**config.mk**
```make
export PLATFORM = sky130hd
export DESIGN_NAME = mag_srst_seq
export DESIGN_NICKNAME = d
export VERILOG_FILES = /design/src/rtl/mag_seq_pkg.sv /design/src/rtl/mag_seq_dp.sv /design/src/rtl/mag_seq_ctrl.sv /design/src/rtl/mag_srst_seq.sv
export SDC_FILE = /design/constraint.sdc
export NUM_CORES = 1
export LEC_CHECK = 0
export ABC_CLOCK_PERIOD_IN_PS = 2050
export BUFFER_PORTS_ARGS = -buffer_cell sky130_fd_sc_hd__buf_4
export CAP_MARGIN = 20
export CORE_ASPECT_RATIO = 0.5
export CORE_MARGIN = 5
export CORE_UTILIZATION = 25
export DETAILED_ROUTE_END_ITERATION = 8
export PLACE_DENSITY = 0.44
export SYNTH_ARGS = -nofsm -noshare
export SYNTH_HDL_FRONTEND = slang
export SYNTH_SLANG_ARGS = --single-unit
```
**constraint.sdc**
```tcl
create_clock -name clk -period 2.05 [get_ports clk]
set_clock_uncertainty 0.15 [all_clocks]
set_input_delay 0.1025 -clock clk [delete_from_list [all_inputs] [get_ports clk]]
set_output_delay 0.1025 -clock clk [all_outputs]
set_load 0.01 [all_outputs]
```
**src/rtl/mag_seq_pkg.sv**
```systemverilog
package mag_seq_pkg;

  // Axis select codes as driven on {selMsb, selLsb}
  typedef enum logic [1:0] {
    AXIS_Y   = 2'b00,
    AXIS_X   = 2'b01,
    AXIS_Z   = 2'b10,
    AXIS_BAD = 2'b11
  } axis_code_t;

  typedef enum logic [1:0] {
    PH_IDLE   = 2'd0,
    PH_GAP    = 2'd1,
    PH_SETTLE = 2'd2
  } phase_t;

  // Strobes from control to datapath
  typedef struct packed {
    logic popSlot;
    logic applySel;
    logic flipLine;
    logic cntClear;
    logic cntStep;
  } strobe_t;

endpackage

```
**src/rtl/mag_seq_dp.sv**
```systemverilog
module mag_seq_dp
  import mag_seq_pkg::*;
#(
  parameter int unsigned GAP_CYCLES    = 500,
  parameter int unsigned SETTLE_CYCLES = 750_000_000
) (
  input  logic       clk,
  input  logic       rstN,
  input  logic       reqValid,
  input  logic       reqKind,
  input  logic [1:0] reqAxis,
  input  strobe_t    stb,
  output logic       slotFull,
  output logic       slotKind,
  output logic       gapHit,
  output logic       settleHit,
  output logic [1:0] selCode,
  output logic       lineLevel
);

  localparam int unsigned MAX_CNT = (GAP_CYCLES > SETTLE_CYCLES) ? GAP_CYCLES : SETTLE_CYCLES;
  localparam int unsigned CNT_W   = $clog2(MAX_CNT + 1);
  localparam logic [CNT_W-1:0] GAP_LAST    = CNT_W'(GAP_CYCLES - 1);
  localparam logic [CNT_W-1:0] SETTLE_LAST = CNT_W'(SETTLE_CYCLES - 1);

  logic [1:0]       slotAxis;
  logic [CNT_W-1:0] cnt;
  logic             pushSlot;

  assign pushSlot = reqValid && !slotFull;

  always_ff @(posedge clk) begin
    if (!rstN) begin
      slotFull <= 1'b0;
      slotKind <= 1'b0;
      slotAxis <= AXIS_Y;
    end else if (pushSlot) begin
      slotFull <= 1'b1;
      slotKind <= reqKind;
      slotAxis <= reqAxis;
    end else if (stb.popSlot) begin
      slotFull <= 1'b0;
    end
  end

  always_ff @(posedge clk) begin
    if (!rstN) begin
      selCode <= AXIS_Y;
    end else if (stb.applySel && slotAxis != AXIS_BAD) begin
      selCode <= slotAxis;
    end
  end

  always_ff @(posedge clk) begin
    if (!rstN) lineLevel <= 1'b0;
    else if (stb.flipLine) lineLevel <= ~lineLevel;
  end

  always_ff @(posedge clk) begin
    if (!rstN || stb.cntClear) cnt <= '0;
    else if (stb.cntStep) cnt <= cnt + 1'b1;
  end

  assign gapHit    = (cnt == GAP_LAST);
  assign settleHit = (cnt == SETTLE_LAST);

endmodule

```
**src/rtl/mag_seq_ctrl.sv**
```systemverilog
module mag_seq_ctrl
  import mag_seq_pkg::*;
(
  input  logic    clk,
  input  logic    rstN,
  input  logic    slotFull,
  input  logic    slotKind,
  input  logic    gapHit,
  input  logic    settleHit,
  output strobe_t stb,
  output logic    busy
);

  phase_t phase, phaseNext;

  always_ff @(posedge clk) begin
    if (!rstN) phase <= PH_IDLE;
    else phase <= phaseNext;
  end

  always_comb begin
    phaseNext = phase;
    stb       = '0;
    unique case (phase)
      PH_IDLE: begin
        if (slotFull) begin
          stb.popSlot = 1'b1;
          if (slotKind) begin
            stb.flipLine = 1'b1;
            stb.cntClear = 1'b1;
            phaseNext    = PH_GAP;
          end else begin
            stb.applySel = 1'b1;
          end
        end
      end
      PH_GAP: begin
        if (gapHit) begin
          stb.flipLine = 1'b1;
          stb.cntClear = 1'b1;
          phaseNext    = PH_SETTLE;
        end else begin
          stb.cntStep = 1'b1;
        end
      end
      PH_SETTLE: begin
        if (settleHit) phaseNext = PH_IDLE;
        else stb.cntStep = 1'b1;
      end
      default: phaseNext = PH_IDLE;
    endcase
  end

  assign busy = (phase != PH_IDLE);

endmodule

```
**src/rtl/mag_srst_seq.sv**
```systemverilog
module mag_srst_seq
  import mag_seq_pkg::*;
#(
  parameter int unsigned GAP_CYCLES    = 500,
  parameter int unsigned SETTLE_CYCLES = 750_000_000
) (
  input  logic       clk,
  input  logic       rstN,
  input  logic       reqValid,
  output logic       reqReady,
  input  logic       reqKind,
  input  logic [1:0] reqAxis,
  output logic       selMsb,
  output logic       selLsb,
  output logic       srstLine,
  output logic       busy,
  output logic       axisValid
);

  strobe_t    stb;
  logic       slotFull, slotKind, gapHit, settleHit;
  logic [1:0] selCode;

  mag_seq_dp #(
    .GAP_CYCLES   (GAP_CYCLES),
    .SETTLE_CYCLES(SETTLE_CYCLES)
  ) u_dp (
    .clk      (clk),
    .rstN     (rstN),
    .reqValid (reqValid),
    .reqKind  (reqKind),
    .reqAxis  (reqAxis),
    .stb      (stb),
    .slotFull (slotFull),
    .slotKind (slotKind),
    .gapHit   (gapHit),
    .settleHit(settleHit),
    .selCode  (selCode),
    .lineLevel(srstLine)
  );

  mag_seq_ctrl u_ctrl (
    .clk      (clk),
    .rstN     (rstN),
    .slotFull (slotFull),
    .slotKind (slotKind),
    .gapHit   (gapHit),
    .settleHit(settleHit),
    .stb      (stb),
    .busy     (busy)
  );

  assign reqReady  = !slotFull;
  assign selMsb    = selCode[1];
  assign selLsb    = selCode[0];
  assign axisValid = !busy;

endmodule

```
Yosys cells after proc, flatten, opt, wreduce, memory -nomap -nowiden
Index checks and enable logic that the tools add are counted.

word-level totals
  register bits = 39
  latch bits = 0
  bits in writable memories = 0
  memory bits (read-only) = 0
  bits of input ports = 6
  logic and storage cells = 44
  memories kept = 0

cells by class
  add/sub/neg operators = 1
  $mul = 0
  div/mod/pow operators = 0
  order comparisons = 0
  equality and inequality tests = 9
  shift-type cells = 0
  muxes and demuxes = 16
  bitwise gates (word level) = 1
  reductions and logical operators = 10

operators by type and width
  cell                   number
  $add 30x1->30 const B  1
  $eq 30x30->1 const B   1
  $eq 30x9->1 const B    1
  $mux 2                 7
  $ne 2x2->1 const B     5
  $pmux 2 s3             1
  $mux 1                 5
  $mux 4                 1
  $pmux 2 s2             1
  $reduce_and 4->1       1
  $reduce_bool 2->1      2
  $logic_not 1->1        3
  $eq 2x1->1 const B     1
  $eq 2x2->1 const B     1
  $logic_and 1x1->1      2
  $logic_not 2->1        1
  $pmux 1 s2             1
  $logic_or 1x1->1       1
  $not 1->1              1

Longest topological paths before layout
  word-level depth = 5
  gate-level depth with buffers = 8
  mapped depth without buffers = 8

Cells and area by module
A second synthesis with hierarchy kept.

second synthesis, totals
  cells, all modules = 230
  area total of the unflattened synthesis = 1956.9 um^2

modules (own cells, without submodules)
  module        instances  cells an instance  area each (um^2)  sequential area each (um^2)
  mag_seq_dp    1          202                1731.7            740.7
  mag_seq_ctrl  1          26                 217.7             40.0
  mag_srst_seq  1          2                  7.5               0.0

Worst setup path after synthesis
No wires, ideal clock.

  kind = register to register
  from = register u_dp.cnt[0]
  to = register u_ctrl.phase[0]
  arrival time = 1.966 ns
  required time = 1.781 ns
  setup slack = -0.185 ns
  cell stages (with the launch flop) = 8
  path buffers = 1
  period minus slack after synthesis = 2.235 ns
  cells stage by stage = dfxtp_1 > ha_1 > nand3_1 > or2_1 > o41ai_4 > buf_6 > nand2_1 > o221a_1

on the way
  cells in the longest elaborated chain, start to end = 3
  elaborated cells on any way between the ends = 5
  those cells by class = 4 x eq/ne; 1 x reduce/logical

ends and longest elaborated chain
  item                                         line                                source
  start: declaration                           mag_seq_dp.sv:27                    logic [CNT_W-1:0] cnt;
  start signal: assignment                     mag_seq_dp.sv:61                    else if (stb.cntStep) cnt <= cnt + 1'b1;
  $eq 30x30->1 or $eq 30x9->1 (tied branches)  mag_seq_dp.sv:65, mag_seq_dp.sv:64
  $ne 2x2->1 (no source line)                  -
  $reduce_and 4->1 (no source line) *          -
  end signal: assignment                       mag_seq_ctrl.sv:18                  else phase <= phaseNext;
  end: declaration                             mag_seq_ctrl.sv:14                  phase_t phase, phaseNext;

Mark *: on every way between the ends. The rest lies on a longest branch, timed or not.
A chain may end at the register's enable or synchronous reset.

Final worst setup path
  from = register u_dp.cnt[0]
  to = register u_dp.cnt[3]

on the way
  cells in the longest elaborated chain, start to end = 4
  elaborated cells on any way between the ends = 9
  those cells by class = 1 x add/sub; 2 x eq/ne; 5 x mux; 1 x reduce/logical

ends and longest elaborated chain
  item
  branches (longest 4 deep; another with $add 30x1->30)

Several ways; the timed one is not identified.

==> impl_metrics.csv <==
group,metric,value,unit
placed_design,io_buffers,11,
critical_path,critPathBufInv,1,
placed_design,placedCellCount,401,
floorplan,die_area,10100,sq um
critical_path,worst-r2r-setup-slack,-0.07,ns
sta,setup_ws,-0.0746,ns
sta,hold_viol_final,0,
critical_path,reg2regPathDepth,8,
floorplan,dieWidth,137,um
clock_network,cts_tree,"built",
pwr,ir_drop,0.000250,V
sta,setup_tns,-1.03,ns
final_layout,diodes,0,
critical_path,path_class,"flip-flop to flip-flop",
clock_network,numCtsBuffers,5,
route,dr.first_iter.drc_count,137,
critical_path,crit_path_max_fanout,5,
pwr,switching_share,21.1,%
sta,hold_slack,0.197,ns
sta,rsz0062_at_grt,"true",
critical_path,path_delay_family,"compound AO/OA/AOI/OAI gates",
grt,grt_antenna_before_repair,0,
pwr,power.clock.fraction,47.2,%
worst_hold_path,hp-start,"reqValid",
final_layout,seqCellArea,793,sq um
synthesis,synthArstFlopShare,0,%
synthesis,synth-edff-count,0,
clock_network,cts_htree_levels,2,
synthesis,syn_avg_cell_area,8.55,sq um
final_layout,utilization,39.1,%
sta,fmax,471,MHz
pwr,combinationalPowerShare,5.7,%
clock_network,clockBufferDepth,2,
critical_path,worstPathArrival,2.15,ns
synthesis,synthFlopType,"dfxtp_1",
status,outcome,"finished, violations left",
final_layout,multi_input_area,1310,sq um
final_layout,stdcell_area,3110,sq um
critical_path,slowest_delay,0.42,ns
sta,worst_slew_pin_slew,0.490,ns
clock_network,clkSinkCount,39,
clock_network,path_clk_slew,0.06,ns
sta,slew_headroom,67.2,%
sta,period_share,104,%
floorplan,die_y,73.5,um
pwr,power_density,526,nW/um^2
floorplan,row_count,23,
route,via_per_inst,4.51,
floorplan,coreArea,7940,sq um
placed_design,place_area,2660,sq um
route,final_antenna_net_count,0,
synthesis,ys_seq_elements,39,
clock_network,clkLatencyLatePin,0.28,ns
critical_path,end_kind,"flip-flop",
critical_path,r2r-start,"u_dp.cnt[0]",
critical_path,critPathLaunchType,"flip-flop",
pwr,switchingPower,345,uW
status,violations,"setup timing",
grt,grt_max_degree,16,
synthesis,postSynthCellCount,236,
pwr,seqPwrFrac,47.1,%
route,drt_wl_total,5.63,mm
clock_network,cts-root-buf,"clkbuf_16",
sta,fin_crit,2.12,ns
sta,setup_violations,32,
final_layout,final_cells,426,
critical_path,cp_data_required_time,2.07,ns
floorplan,ioPinCount,12,
critical_path,path_cells,"ha_4 -> nand3_4 -> or2_4 -> o41ai_4 -> buf_4 -> a211o_1 -> xor2_1 -> nor2_1",
worst_hold_path,hold_depth,4,
route,drtPass1Iterations,4,
synthesis,ys_seq_area_share,38.7,%
route,wl_per_cell,13.2,um
grt,grt_overflow,0,
worst_hold_path,worstHoldPathType,"input pin to flip-flop",
sta,slew_violations,0,
synthesis,synth_warnings,0,
worst_hold_path,holdPathEnd,"u_dp.slotFull",
synthesis,synth_nets,246,
grt,grt_pass1_vias,1912,
synthesis,ys_types,38,
critical_path,slowest_stage,"o41ai_4",
job,drv_cap,0,
placed_design,dp_hpwl,3.99,mm
pwr,cellLeakagePower,1.15,nW
grt,grtUsageTotal,12.2,%
route,drc,0,
final_layout,nNetsFinal,324,
critical_path,timing.rr.end,"u_dp.cnt[3]",
floorplan,start_util,25.4,%
synthesis,syn_area,2020,sq um
grt,grt_pass1_wl,9.54,mm
pwr,power.internal,1.29,mW
route,vias,1923,
final_layout,fillers,803,
final_layout,synthToLayoutAreaGrowth,53.9,%
critical_path,critical_path_cell_count,8,
final_layout,final_layout_size_suffix_gt1_share,37.3,%
placed_design,place_congestion,0.848,
worst register-to-register path, cell delays in order (launching register included):
cell and delay, ns:
dfxtp_2 0.35, ha_4 0.15, nand3_4 0.10, or2_4 0.30
o41ai_4 0.42, buf_4 0.22, a211o_1 0.15, xor2_1 0.14
nor2_1 0.05
routing by layer:
layer | share of wire (%) | track usage, % | wire [um]
met5 | 0 | 0 | 0
met1 | 52 | 16.8 | 2950
met2 | 42 | 18.2 | 2350
met4 | 1.1 | 3.54 | 62
met3 | 4.7 | 3.83 | 264
layout make-up:
| type | instances | share of cell area (%) |
|---|---|---|
| tap | 112 | 4.51 |
| sequential | 39 | 25.5 |
| clock inverter | 1 | 0.161 |
| clock buffer | 6 | 4.47 |
| multi-input combinational | 179 | 42.3 |
| timing repair buffer | 82 | 22.2 |
| inverter | 7 | 0.846 |
cell families after synthesis:
logic type | Yosys count | share of synthesized area, %
AND/OR/NAND/NOR | 110 | 27.7
XOR/XNOR | 27 | 11.7
AO/OA/AOI/OAI | 32 | 12.3
buffers and inverters | 18 | 4.15
multiplexers | 6 | 2.98
flip-flops | 39 | 38.7
adder cells (fa/ha/maj) | 4 | 2.48
through the flow:
| step | setup WS [ns] | power [mW] |
|---|---|---|
| after CTS | -0.0672 | 1.66 |
| after detailed placement | -0.0821 | 0.857 |
| after floorplan | -0.0265 | 0.826 |
| after global routing | -0.183 | 1.71 |
| after global placement | -0.104 | 0.856 |
| final | -0.0746 | 1.63 |
Yosys cell counts (3+ instances only):
cell type	count	area share (%)
a211oi_1	7	2.6
or3_1	5	1.5
clkbuf_1	3	0.56
a21oi_1	9	2.2
nor3_1	5	1.2
buf_2	7	1.7
nand2_1	19	3.5
nor2b_1	7	2.2
nor2_1	31	5.8
xnor2_1	20	8.7
xor2_1	7	3.0
nand3_1	15	3.7
dfxtp_1	39	39
ha_1	4	2.5
and3_1	4	1.2
mux2i_1	6	3.0
a2111oi_0	4	1.7
nor4_1	5	1.5
inv_1	7	1.3
nand4_1	10	3.1
o21ai_0	3	0.74
sequential cells by signal, indices dropped and copies added, names as in the netlist:
signal,flops
u_dp.slotKind,1
u_dp.slotFull,1
u_dp.cnt,30
u_ctrl.phase,2
u_dp.selCode,2
u_dp.slotAxis,2
u_dp.lineLevel,1
what timing repair did:
item	4_1_cts	5_1_grt
cloned	2	1
pin swaps	10	8
setup buffers	5	3
gates resized for setup	17	16
setup endpoints to repair	33	33
hold buffers	7	0
hold endpoints to repair	9	0
cell usage in the layout, fill, tap and decap left out, types with 3 or more instances in the layout:
master and n:
buf_6 7, nor2_1 30, nor4_2 3, nor3_1 4, or3_1 4, nor4_1 3, a21oi_1 7, dlygate4sd3_1 7
inv_1 5, buf_4 65, nand3_1 11, xnor2_1 20, mux2i_1 6, a211oi_1 6, and3_1 4, dfxtp_2 7
nand2_1 18, o21ai_0 3, nor2b_1 7, nand4_1 10, xor2_1 7, dfxtp_1 31, clkbuf_16 5, a2111oi_1 3
power groups by stage:
stage / Sequential (mW) / Clock, mW / Combinational [mW]
after detailed placement: 0.787 / 0 / 0.0697
after global routing: 0.769 / 0.834 / 0.103
after floorplan: 0.786 / 0 / 0.0401
after CTS: 0.770 / 0.796 / 0.0939
final: 0.769 / 0.771 / 0.0936
after global placement: 0.787 / 0 / 0.0695
worst max path at each step:
| stage | start | end | slack [ns] |
|---|---|---|---|
| global placement | u_dp.cnt[25] | u_dp.cnt[11] | -0.10 |
| CTS | u_ctrl.phase[1] | u_dp.cnt[20] | -0.07 |
| global route | u_dp.cnt[13] | u_dp.cnt[15] | -0.18 |
| detailed placement | u_dp.cnt[0] | u_dp.cnt[20] | -0.08 |
| finish | u_dp.cnt[0] | u_dp.cnt[3] | -0.07 |
| floorplan | u_dp.cnt[28] | u_ctrl.phase[0] | -0.03 |
No activity file was read; power rests on OpenSTA's default activity.
